===== config.mk =====
export PLATFORM = sky130hd
export DESIGN_NAME = keyscan_matrix
export DESIGN_NICKNAME = d
export VERILOG_FILES = /design/src/rtl/keyscan_pkg.sv /design/src/rtl/ks_sync.sv /design/src/rtl/ks_timer.sv /design/src/rtl/ks_regfile.sv /design/src/rtl/keyscan_matrix.sv
export SDC_FILE = /design/constraint.sdc
export NUM_CORES = 1
export LEC_CHECK = 0
export ABC_AREA = 0
export BUFFER_PORTS_ARGS = -buffer_cell sky130_fd_sc_hd__buf_2
export CORE_MARGIN = 2
export CORE_UTILIZATION = 55
export CTS_BUF_LIST = sky130_fd_sc_hd__clkbuf_2 sky130_fd_sc_hd__clkbuf_4 sky130_fd_sc_hd__clkbuf_8
export DETAILED_ROUTE_END_ITERATION = 8
export PLACE_DENSITY = 0.78
export RECOVER_POWER = 25
export SYNTH_ARGS = -nofsm -noshare
export SYNTH_HDL_FRONTEND = slang
export SYNTH_HIERARCHICAL = 1
export SYNTH_SLANG_ARGS = --single-unit

===== constraint.sdc =====
create_clock -name clk -period 2.6 [get_ports clk]
set_input_delay 0.26 -clock clk [delete_from_list [all_inputs] [get_ports clk]]
set_output_delay 0.26 -clock clk [all_outputs]
set_load 0.02 [all_outputs]

===== src/rtl/keyscan_pkg.sv =====
package keyscan_pkg;
   // width of the period select field used across the block
   localparam int unsigned SEL_W = 2;

   // largest shift the period field can request
   localparam int unsigned SEL_MAX = (1 << SEL_W) - 1;

   // convert a row index into an active-low one-hot strobe word
   function automatic logic [15:0] row_strobe_n(input int unsigned idx, input int unsigned rows);
      logic [15:0] v;
      v = '1;
      for (int unsigned i = 0; i < rows; i++) begin
         if (i == idx) v[i] = 1'b0;
      end
      return v;
   endfunction
endpackage


===== src/rtl/ks_sync.sv =====
module ks_sync #(
   parameter int unsigned WIDTH      = 8,
   parameter int unsigned STAGES     = 2,
   parameter bit          ACTIVE_LOW = 1'b1
) (
   input  logic             clk,
   input  logic             rst_n,
   input  logic [WIDTH-1:0] raw_in,
   output logic [WIDTH-1:0] pressed
);
   logic [WIDTH-1:0] chain [STAGES];

   generate
      if (STAGES < 2) begin : g_bad_stages
         $error("ks_sync: STAGES must be at least 2");
      end
   endgenerate

   always_ff @(posedge clk or negedge rst_n) begin
      if (!rst_n) begin
         for (int i = 0; i < STAGES; i++) chain[i] <= ACTIVE_LOW ? '1 : '0;
      end else begin
         chain[0] <= raw_in;
         for (int i = 1; i < STAGES; i++) chain[i] <= chain[i-1];
      end
   end

   generate
      if (ACTIVE_LOW) begin : g_inv
         assign pressed = ~chain[STAGES-1];
      end else begin : g_pass
         assign pressed = chain[STAGES-1];
      end
   endgenerate
endmodule


===== src/rtl/ks_timer.sv =====
module ks_timer
   import keyscan_pkg::*;
#(
   parameter int unsigned ROWS      = 4,
   parameter int unsigned BASE_LOG2 = 5
) (
   input  logic                    clk,
   input  logic                    rst_n,
   input  logic [SEL_W-1:0]        period_sel,
   output logic [ROWS-1:0]         strobe_n,
   output logic                    sample_en,
   output logic [$clog2(ROWS)-1:0] sample_row
);
   localparam int unsigned RIDX_W    = $clog2(ROWS);
   localparam int unsigned SLOT_LOG2 = BASE_LOG2 - RIDX_W;
   localparam int unsigned POS_W     = SLOT_LOG2 + SEL_MAX;

   generate
      if ((1 << RIDX_W) != ROWS) begin : g_bad_rows
         $error("ks_timer: ROWS must be a power of two");
      end
      if (BASE_LOG2 < RIDX_W + 1) begin : g_bad_base
         $error("ks_timer: base period too short for the row count");
      end
   endgenerate

   logic              started;
   logic [POS_W-1:0]  pos;
   logic [RIDX_W-1:0] row;
   logic [SEL_W-1:0]  sel_cur;
   logic [POS_W:0]    slot_len;
   logic [POS_W-1:0]  last_pos;
   logic              slot_end;
   logic [RIDX_W-1:0] row_nxt;
   logic [15:0]       strobe_word;

   always_comb begin
      slot_len = (POS_W+1)'(1) << (SLOT_LOG2 + sel_cur);
      last_pos = POS_W'(slot_len - 1'b1);
      slot_end = started && (pos == last_pos);
      row_nxt  = row + 1'b1;
      strobe_word = row_strobe_n(int'(row_nxt), ROWS);
   end

   always_ff @(posedge clk or negedge rst_n) begin
      if (!rst_n) begin
         started  <= 1'b0;
         pos      <= '0;
         row      <= '0;
         sel_cur  <= '0;
         strobe_n <= '1;
      end else if (!started) begin
         started  <= 1'b1;
         pos      <= '0;
         row      <= '0;
         sel_cur  <= period_sel;
         strobe_n <= ROWS'(row_strobe_n(0, ROWS));
      end else if (slot_end) begin
         pos      <= '0;
         row      <= row_nxt;
         strobe_n <= strobe_word[ROWS-1:0];
         if (row == RIDX_W'(ROWS-1)) sel_cur <= period_sel;
      end else begin
         pos <= pos + 1'b1;
      end
   end

   assign sample_en  = slot_end;
   assign sample_row = row;


   onehot_strobe_chk: assert property (@(posedge clk) disable iff (!rst_n)
      $onehot0(~strobe_n));


   strobe_order_chk: assert property (@(posedge clk) disable iff (!rst_n)
      slot_end |=> strobe_n == {$past(strobe_n[ROWS-2:0]), $past(strobe_n[ROWS-1])});


   strobe_hold_chk: assert property (@(posedge clk) disable iff (!rst_n)
      (started && !slot_end) |=> $stable(strobe_n));


   sel_hold_chk: assert property (@(posedge clk) disable iff (!rst_n)
      (started && !(slot_end && row == RIDX_W'(ROWS-1))) |=> $stable(sel_cur));
endmodule


===== src/rtl/ks_regfile.sv =====
module ks_regfile #(
   parameter int unsigned ROWS = 4,
   parameter int unsigned COLS = 8
) (
   input  logic                    clk,
   input  logic                    rst_n,
   input  logic                    wr_en,
   input  logic [$clog2(ROWS)-1:0] wr_row,
   input  logic [COLS-1:0]         wr_data,
   input  logic [$clog2(ROWS)-1:0] rd_idx,
   output logic [COLS-1:0]         rd_data
);
   localparam int unsigned RIDX_W = $clog2(ROWS);

   logic [COLS-1:0] regs [ROWS];

   generate
      for (genvar g = 0; g < ROWS; g++) begin : g_row
         always_ff @(posedge clk or negedge rst_n) begin
            if (!rst_n) regs[g] <= '0;
            else if (wr_en && wr_row == RIDX_W'(g)) regs[g] <= wr_data;
         end


         row_write_chk: assert property (@(posedge clk) disable iff (!rst_n)
            (wr_en && wr_row == RIDX_W'(g)) |=> regs[g] == $past(wr_data));
      end
   endgenerate

   assign rd_data = regs[rd_idx];
endmodule


===== src/rtl/keyscan_matrix.sv =====
module keyscan_matrix
   import keyscan_pkg::*;
#(
   parameter int unsigned ROWS        = 4,
   parameter int unsigned COLS        = 8,
   parameter int unsigned BASE_LOG2   = 5,
   parameter int unsigned SYNC_STAGES = 2
) (
   input  logic                    clk,
   input  logic                    rst_n,
   input  logic [SEL_W-1:0]        period_sel,
   input  logic [COLS-1:0]         ret_in,
   output logic [ROWS-1:0]         strobe_n,
   input  logic [$clog2(ROWS)-1:0] rd_idx,
   output logic [COLS-1:0]         rd_data
);
   localparam int unsigned RIDX_W = $clog2(ROWS);

   logic [COLS-1:0]   col_pressed;
   logic              sample_en;
   logic [RIDX_W-1:0] sample_row;

   ks_sync #(.WIDTH(COLS), .STAGES(SYNC_STAGES), .ACTIVE_LOW(1'b1)) u_sync (
      .clk(clk), .rst_n(rst_n), .raw_in(ret_in), .pressed(col_pressed));

   ks_timer #(.ROWS(ROWS), .BASE_LOG2(BASE_LOG2)) u_timer (
      .clk(clk), .rst_n(rst_n), .period_sel(period_sel),
      .strobe_n(strobe_n), .sample_en(sample_en), .sample_row(sample_row));

   ks_regfile #(.ROWS(ROWS), .COLS(COLS)) u_regs (
      .clk(clk), .rst_n(rst_n), .wr_en(sample_en), .wr_row(sample_row),
      .wr_data(col_pressed), .rd_idx(rd_idx), .rd_data(rd_data));


   sample_at_rise_chk: assert property (@(posedge clk) disable iff (!rst_n)
      sample_en |=> $rose(strobe_n[$past(sample_row)]));
endmodule


After elaboration in Yosys (flattened, before gate mapping)
Index checks and enable logic that the tools add are counted.
{"block": "classes", "n_addsub": 4, "magnitude_cmp": 1, "n_eq_ne": 9, "shifts": 1, "mux": 16, "n_bitwise": 2, "reduce_logical": 8}
{"cell": "$shl 1x32->6 const A", "n": 1}
{"cell": "$bmux 8 s2", "n": 1}
{"cell": "$mux 8", "n": 2}
{"cell": "$mux 6", "n": 2}
{"cell": "$mux 2", "n": 5}
{"cell": "$mux 4", "n": 2}
{"cell": "$not 8->8", "n": 1}
{"cell": "$add 6x1->6 const B", "n": 1}
{"cell": "$eq 6x6->1", "n": 1}
{"cell": "$sub 6x1->6 const B", "n": 1}
{"cell": "$logic_and 1x1->1", "n": 5}
{"cell": "$eq 2x2->1 const A", "n": 2}
{"cell": "$eq 2x2->1 const B", "n": 2}
{"cell": "$logic_not 2->1", "n": 2}
{"cell": "$mux 1", "n": 4}
{"cell": "$ne 2x1->1 const B", "n": 2}
{"cell": "$add 2x2->3 const A", "n": 1}
{"cell": "$ge 3x3->1 const B", "n": 1}
{"cell": "$not 2->3", "n": 1}
{"cell": "$add 2x1->2 const B", "n": 1}
{"cell": "$eq 1x2->1 const A", "n": 1}
{"cell": "$eq 2x1->1 const B", "n": 1}
{"cell": "$reduce_and 2->1", "n": 1}
{"block": "word_totals", "regBits": 63, "inputBits": 14, "output_inout_bits": 12, "elab_cells": 52}

Logic depth before layout (Yosys ltp)
Gate-level depths: netlist (run 1).
{"block": "logic_depth", "depth_word": 7, "depth_mapped": 8, "ltp_nobuf": 8}

Modules after synthesis
The synthesis (run 1) kept the hierarchy.
{"module": "ks_regfile", "instances": 1, "cells_per_inst": 78, "area_per_inst_um2": 1401.3}
{"module": "ks_timer", "instances": 1, "cells_per_inst": 71, "area_per_inst_um2": 787.0}
{"module": "ks_sync", "instances": 1, "cells_per_inst": 24, "area_per_inst_um2": 450.4}

Worst setup path before layout (run 1)
No wires, ideal clock.
{"block": "synth_timing", "path_kind": "register to register", "startpoint": "reg u_timer.sel_cur[0]", "endpoint": "reg u_regs/regs[24] (netlist bit)", "setup_time_ns": 0.125, "arrival_time_ns": 2.410, "t_required_ns": 2.475, "setup_slack_ns": 0.065, "stages_incl_launch_ff": 9, "path_buffers": 0, "path_cell_list": "dfrtp_1 -> nor2b_1 -> ha_1 -> xor2_1 -> nand3_1 -> nor2_1 -> and2_1 -> nor3b_4 -> mux2_2"}
{"block": "synth_via", "elab_chain_cells": 6}
{"item": "from (decl)", "line_no": "ks_timer.sv:30", "rtl": "logic [SEL_W-1:0] sel_cur;"}
{"item": "from (signal assigned)", "line_no": "ks_timer.sv:56", "rtl": "sel_cur <= period_sel;"}
{"item": "from (signal assigned)", "line_no": "ks_timer.sv:62", "rtl": "if (row == RIDX_W'(ROWS-1)) sel_cur <= period_sel;"}
{"item": "$add 2x2->3", "line_no": "ks_timer.sv:38", "rtl": "slot_len = (POS_W+1)'(1) << (SLOT_LOG2 + sel_cur);"}
{"item": "$shl 1x32->6", "line_no": "ks_timer.sv:38"}
{"item": "$sub 6x1->6", "line_no": "ks_timer.sv:39", "rtl": "last_pos = POS_W'(slot_len - 1'b1);"}
{"item": "$eq 6x6->1", "line_no": "ks_timer.sv:40", "rtl": "slot_end = started && (pos == last_pos);"}
{"item": "$logic_and 1x1->1", "line_no": "ks_timer.sv:40"}
{"item": "named net sample_en", "line_no": "keyscan_matrix.sv:20", "rtl": "logic sample_en;"}
{"item": "$logic_and 1x1->1", "line_no": "ks_regfile.sv:21", "rtl": "else if (wr_en && wr_row == RIDX_W'(g)) regs[g] <= wr_data;"}
{"item": "to (signal, indexed assignment)", "line_no": "ks_regfile.sv:21"}
{"item": "to (decl)", "line_no": "ks_regfile.sv:15", "rtl": "logic [COLS-1:0] regs [ROWS];"}
The timed path passes the listed nets, and every way through them passes these cells.
A chain may end at the register's enable or synchronous reset.

Worst setup path after layout (run 1)
{"block": "layout_timing", "startpoint": "reg u_timer.sel_cur[0]", "endpoint": "reg u_regs/regs[25] (netlist bit)"}
Same word-level chain as after synthesis.

==> reports/metrics.cfg, run 1 <==
[sta]
timing.fmax_mhz=412.6
fin_skew_ps=8.398
hold_violations=0
fin_ws_ps=176.5
final.period_utilization_pct=93.21
maxSlewViolCount=0
rsz0062_at_grt=no
setup_viol=0
setup-tns-final_ps=0
period_needed_ps=2424
slew_headroom_pct=1.477
tightest_slew_ps=1478

[layout]
final_core_util_pct=66.52
drive_gt1_share_pct=51.39
nets=232
layout_commonest_cell=dfrtp_1
final_cell_mix=dfrtp_1 (43), mux2_2 (32), buf_2 (24), dfstp_2 (20), clkbuf_8 (12)
syn_to_final_growth_pct=17.50
num_antenna_cells=0

[global_route]
grt_max_degree=38
grt_overflow=0
grt.total_usage_pct=20.44
antenna_found_initial=0
grt_pass1_wl_um=7776
first_global_vias=1568

[hold_path]
whs_endpoint=u_sync/chain[8]
min_path_cells=1
hp-start=ret_in[0]
hp-class=in -> reg

[worst_setup_path]
cp_max_fo=8
r2r_end=u_regs/regs[25]
max_stage_delay_ps=430
worstSetupPathType=reg -> reg
path_cells=nor2b_1 -> ha_1 -> xor2_1 -> nand3_1 -> nor2_1 -> and2_1 -> nor3b_4 -> buf_12 -> mux2_2
ff2ff_path_depth=9
cp_slowest_cell=dfrtp_1
cp.arrival_ps=2630
rr_startpoint=u_timer/sel_cur[0]
r2r_slack_ps=180
worstSetupEndpointType=flip-flop
worst_setup_path_start_kind=flip-flop
crit_required_ps=2810

[power]
p_per_area_nw_per_um2=650.4
ir_drop_mv=0.4029
power.leakage_uw=0.001502
power_uw=2017

[floorplan]
die_area_um2=5368
rows=25
ios=26
dieHeight_um=73.27
core_region_area_um2=4661
die_x_um=73.27
start_util_pct=56.62

[run]
maxCapViolCount=0

[routing]
first_pass_iters=4
drc=0
postRouteAntennaNets=0
routed-via-count=1487
viasPerCell=5.507
routed_wl_um=4550
post_drt_wl_per_cell_um=16.85
drt-initial-drc-count=97

[cts]
cts_resized=0
cts_tree=built
cts_made_buffers=9
clock_latency_ps=320
clock-root-buffer=clkbuf_8
h-tree-depth=3
cts.sinks=63
clk_pin_slew_worst_paths_ps=70
cts_buffer_depth=2

[outcome]
status=finished, final reports clean

[synthesis]
syn_nets=194
netlist_area_um2=2639
yosysTopAreaCell=dfrtp_1
synth_top_area_share_pct=40.78
ys_seq_area_share_pct=60.69
postSynthAreaPerCell_um2=15.25
ys_types=31
synth_cells=173
ys_top_cells_by_area=dfrtp_1 (41%), dfstp_2 (20%), mux2_2 (14%)
synth_warnings=6
ys_ff_latch=63

[place]
gp_congestion=0.7809
place_ws_ps=98.37
dp_hpwl_um=3101
port_buffers=25

-- layout make-up --
class | instances | area (µm²)
repair buffers | 30 | 188.9
clock inverters | 2 | 37.54
fillers | 327 | 1560
multi-input cells | 96 | 983.4
flip-flops and latches | 63 | 1602
clock buffers | 14 | 180.2
well taps | 54 | 67.56
inverters | 11 | 41.29
-- how the worst max path moves through the flow --
stage                            start               to  slack [ps]
floorplan           u_timer/sel_cur[0]  u_regs/regs[24]          70
global placement    u_timer/sel_cur[0]  u_regs/regs[31]         190
detailed placement  u_timer/sel_cur[0]  u_regs/regs[25]         100
CTS                 u_timer/sel_cur[0]  u_regs/regs[25]          90
global route        u_timer/sel_cur[0]  u_regs/regs[26]          40
finish              u_timer/sel_cur[0]  u_regs/regs[25]         180
-- what timing repair did --
item                       CTS  global route
hold buffers                 1             0
hold endpoints to repair    18             0
setup endpoints to repair    0             8
setup buffers                0             1
-- layer usage --
layer  wire [µm]  GRT usage (%)
met1        1986          26.83
met2        2375          31.23
met5           0              0
met4          57          11.73
met3         131          4.801
-- registers in the layout, summed over array words and instances, names as in the netlist --
signal,cells
u_regs/regs,32
u_sync/chain,16
u_timer/pos,6
u_timer/sample_row,2
u_timer/sel_cur,2
u_timer/started,1
u_timer/strobe_n,4
-- synthesized netlist by cell type --
| master | instances |
|---|---|
| nor2b_1 | 1 |
| o21ba_2 | 1 |
| mux2i_1 | 2 |
| xor2_1 | 4 |
| and4bb_1 | 1 |
| nand3_2 | 1 |
| buf_2 | 1 |
| inv_1 | 11 |
| ha_1 | 7 |
| o311ai_0 | 3 |
| mux2_1 | 2 |
| nor4_1 | 1 |
| o21ai_0 | 3 |
| o21ai_2 | 1 |
| a211oi_4 | 1 |
| mux4_2 | 8 |
| nand3b_2 | 2 |
| conb_1 | 1 |
| o21ai_1 | 1 |
| and2_1 | 2 |
| nor2_1 | 9 |
| nand2_1 | 5 |
| xnor2_1 | 3 |
| buf_1 | 1 |
| nand4_1 | 1 |
| dfstp_2 | 20 |
| nand3_1 | 3 |
| nor3b_4 | 1 |
| clkbuf_1 | 1 |
| dfrtp_1 | 43 |
| mux2_2 | 32 |
-- cells by family (layout without fill, tap and decap cells) --
kind of cell,Yosys count,count (layout),share of synthesized area [%]
DFF,63,63,60.69
xor gates and xnor gates,7,7,2.323
and+or+nand+nor,27,27,6.164
adders and majority gates,7,7,3.319
muxes,44,44,22.10
AOI/OAI and AO/OA,10,10,3.224
buffers and inverters,14,57,2.038
other,1,1,0.1421
-- where the power goes --
part	total, µW	switching, µW	internal [µW]
logic	93.2	56.7	36.5
clock network	893	349	543
registers	1030	16.6	1010
-- per-stage QoR --
step	hold slack, ps	instance area, µm²	instances
finish	30.50	3100	270
detailed placement	310.7	2854	252
global placement	289.2	2854	252
floorplan	-35.59	2639	173
global route	4.501	3100	270
CTS	8.806	3082	269
-- worst max-delay path: cells and delay by family (launching register included) --
kind / cells / cell delay (ps)
mux: 1 / 330
buf+inv: 1 / 150
fa+ha+maj: 1 / 280
simple gates: 5 / 930
xor+xnor: 1 / 190
flops: 1 / 430
Note: power is estimated with default switching activity, not from simulation.
==> inputs of run 2 (changes only) <==
--- a/config.mk
+++ b/config.mk
@@ -7,11 +7,11 @@
 export LEC_CHECK = 0
 export ABC_AREA = 0
 export BUFFER_PORTS_ARGS = -buffer_cell sky130_fd_sc_hd__buf_2
-export CORE_MARGIN = 2
-export CORE_UTILIZATION = 55
+export CORE_UTILIZATION = 57
 export CTS_BUF_LIST = sky130_fd_sc_hd__clkbuf_2 sky130_fd_sc_hd__clkbuf_4 sky130_fd_sc_hd__clkbuf_8
 export DETAILED_ROUTE_END_ITERATION = 8
-export PLACE_DENSITY = 0.78
+export HOLD_SLACK_MARGIN = 0.1
+export PLACE_DENSITY = 0.77
 export RECOVER_POWER = 25
 export SYNTH_ARGS = -nofsm -noshare
 export SYNTH_HDL_FRONTEND = slang
==> constraint.sdc (replaced) <==
create_clock -name clk -period 2.4 [get_ports clk]
set_input_delay 0.24 -clock clk [delete_from_list [all_inputs] [get_ports clk]]
set_output_delay 0.24 -clock clk [all_outputs]
set_load 0.02 [all_outputs]
==> run 2 against run 1 <==
Combinational power is 18% higher. Critical path depth stayed put. Critical path type unchanged. Utilization is 5.7 points higher. Hold slack better by 88 ps. Cell area is 2.8% higher. Clock skew hardly changed. Largest power group unchanged. Global-route usage is 0.27 points higher. Non-clock buffer count is 8 higher. Worst setup slack worse by 63 ps.
==> reports/metrics.cfg, run 2 (synthesis gave the netlist of run 1 again) <==
[cts]
h-tree-depth=3  ; unchanged
cts.sinks=63  ; unchanged
clock-root-buffer=clkbuf_8
cts_tree=built
cts_setup_buffers=0  ; unchanged
clock_latency_ps=340  ; +20 ps
clk_pin_slew_worst_paths_ps=60  ; about the same
cts_made_buffers=9  ; unchanged
cts_buffer_depth=2  ; unchanged

[worst_setup_path]
ff2ff_path_depth=9  ; unchanged
cp_max_fo=8  ; unchanged
worstSetupEndpointType=flip-flop
r2r_slack_ps=110  ; -60 ps
worst_setup_path_start_kind=flip-flop
worstSetupPathType=reg -> reg
rr_startpoint=u_timer/sel_cur[0]
r2r_end=u_regs/regs[30]
cp.arrival_ps=2510  ; -120 ps
crit_required_ps=2620  ; -190 ps

[sta]
maxSlewViolCount=0  ; unchanged
hold_violations=0  ; unchanged
setup-tns-final_ps=0  ; unchanged
fin_ws_ps=113.3  ; -63.19 ps
slew_headroom_pct=2.159  ; +0.68 points
period_needed_ps=2287  ; -136.8 ps
timing.fmax_mhz=437.3  ; +6.0%
final.period_utilization_pct=95.28  ; +2.1 points
tightest_slew_ps=1468  ; -10.23 ps
rsz0062_at_grt=no
fin_skew_ps=8.121  ; -0.2777 ps
setup_viol=0  ; unchanged

[layout]
largest_register=u_regs/regs
top_regs=u_regs/regs: 32 flops, u_sync/chain: 16 flops, u_timer/pos: 6 flops
num_antenna_cells=0  ; unchanged
final_core_util_pct=72.19  ; +5.7 points
nets=240  ; +3.4%
multi_input_area_um2=1001  ; +1.8%
regArea_um2=1603  ; about the same
final_cell_mix=dfrtp_1 (42), mux2_2 (32), buf_2 (24), dfstp_2 (20)
drive_gt1_share_pct=51.79  ; +0.40 points
syn_to_final_growth_pct=20.77
fin_cells=276  ; +2.2%
fillerInstances=278  ; -15%
layout_commonest_cell=dfrtp_1
largest_register_ffs=32  ; unchanged

[floorplan]
dieHeight_um=70.04  ; -4.4%
core_region_area_um2=4414  ; -5.3%
start_util_pct=59.78  ; +3.2 points
die_area_um2=4906  ; -8.6%
ios=26  ; unchanged
die_x_um=70.04  ; -4.4%
rows=24  ; -4.0%

[routing]
first_pass_iters=4  ; unchanged
viasPerCell=5.435  ; -1.3%
routed-via-count=1500  ; +0.87%
drc=0  ; unchanged
drt-initial-drc-count=63  ; -35%
post_drt_wl_per_cell_um=16.12  ; -4.3%
postRouteAntennaNets=0  ; unchanged
routed_wl_um=4450  ; -2.2%

[outcome]
status=finished, final reports clean

[hold_path]
min_path_cells=2  ; +1
whs_endpoint=u_timer/sel_cur[1]
hp-class=in -> reg
hp-start=period_sel[1]

[global_route]
first_global_vias=1607  ; +2.5%
use_met3_pct=6.061  ; +1.3 points
met1_usage_pct=25.08  ; -1.8 points
grt_overflow=0  ; unchanged
grt.total_usage_pct=20.71  ; +0.27 points
grt_max_degree=64  ; +68%
top_usage_layer=met2
grt_use_met2_pct=33.76  ; +2.5 points
antenna_found_initial=0  ; unchanged
grt_pass1_wl_um=7458  ; -4.1%

[power]
power_uw=2270  ; +13%
ir_drop_mv=0.4584  ; +14%
power.leakage_uw=0.001539  ; +2.5%
p_per_area_nw_per_um2=712.4  ; +9.5%

[place]
dp_hpwl_um=2942  ; -5.1%
port_buffers=25  ; unchanged
gp_congestion=0.7420  ; -5.0%
place_ws_ps=50.51  ; -47.86 ps
dp_cells=251  ; -0.40%

[run]
maxCapViolCount=0  ; unchanged

[run 2: critical path: stages (launching register included)]
cell	delay, ps
dfrtp_2	430
nor2b_1	140
ha_1	310
xor2_2	180
nand3_2	110
nor2_2	130
and2_4	180
nor3b_4	180
buf_6	170
mux2_2	340
[run 2: layer usage]
metal / vias up / wire, µm
li1: 701 / -
met1: 751 / 1922
met2: 38 / 2231
met3: 10 / 197
met4: 0 / 98
met5: - / 0
[run 2: layout make-up]
class	count	area share, %
sequential	63	50.29
multi-input combinational	96	31.41
timing repair buffer	38	7.695
clock buffer	13	5.222
clock inverter	3	2.042
tap	52	2.042
inverter	11	1.296
[run 2: per-stage QoR]
| stage | hold WS, ps | cell area (µm²) |
|---|---|---|
| final | 118.8 | 3187 |
| after global routing | 126.1 | 3187 |
| after CTS | 103.4 | 3178 |
| after detailed placement | 346.1 | 2856 |
| after global placement | 345.6 | 2856 |
| after floorplan | -55.59 | 2649 |
[run 2: report_power, final]
group | internal, µW | total, µW | switching (µW) | leakage [µW]
registers | 1100 | 1120 | 17.5 | 0.000800
clock network | 663 | 1040 | 380 | 0.000120
logic | 46.5 | 110 | 63.7 | 0.000618
total | 1810 | 2270 | 461 | 0.00154
[run 2: worst max-delay path by stage]
stage | to | startpoint | depth (start not counted) | slack [ps]
2_1_floorplan | u_regs/regs[24] | u_timer/sel_cur[0] | 8 | 3
3_3_place_gp | u_regs/regs[30] | u_timer/sel_cur[0] | 9 | 120
3_5_place_dp | u_regs/regs[24] | u_timer/sel_cur[0] | 9 | 50
4_1_cts | u_regs/regs[24] | u_timer/sel_cur[0] | 9 | 40
5_1_grt | u_regs/regs[24] | u_timer/sel_cur[0] | 9 | 9
6_report | u_regs/regs[30] | u_timer/sel_cur[0] | 9 | 110
[run 2: what timing repair did]
| item | in CTS | in global routing |
|---|---|---|
| hold buffers | 9 | 0 |
| setup endpoints to repair | 0 | 9 |
| resized for setup | 0 | 3 |
| hold endpoints to repair | 51 | 0 |
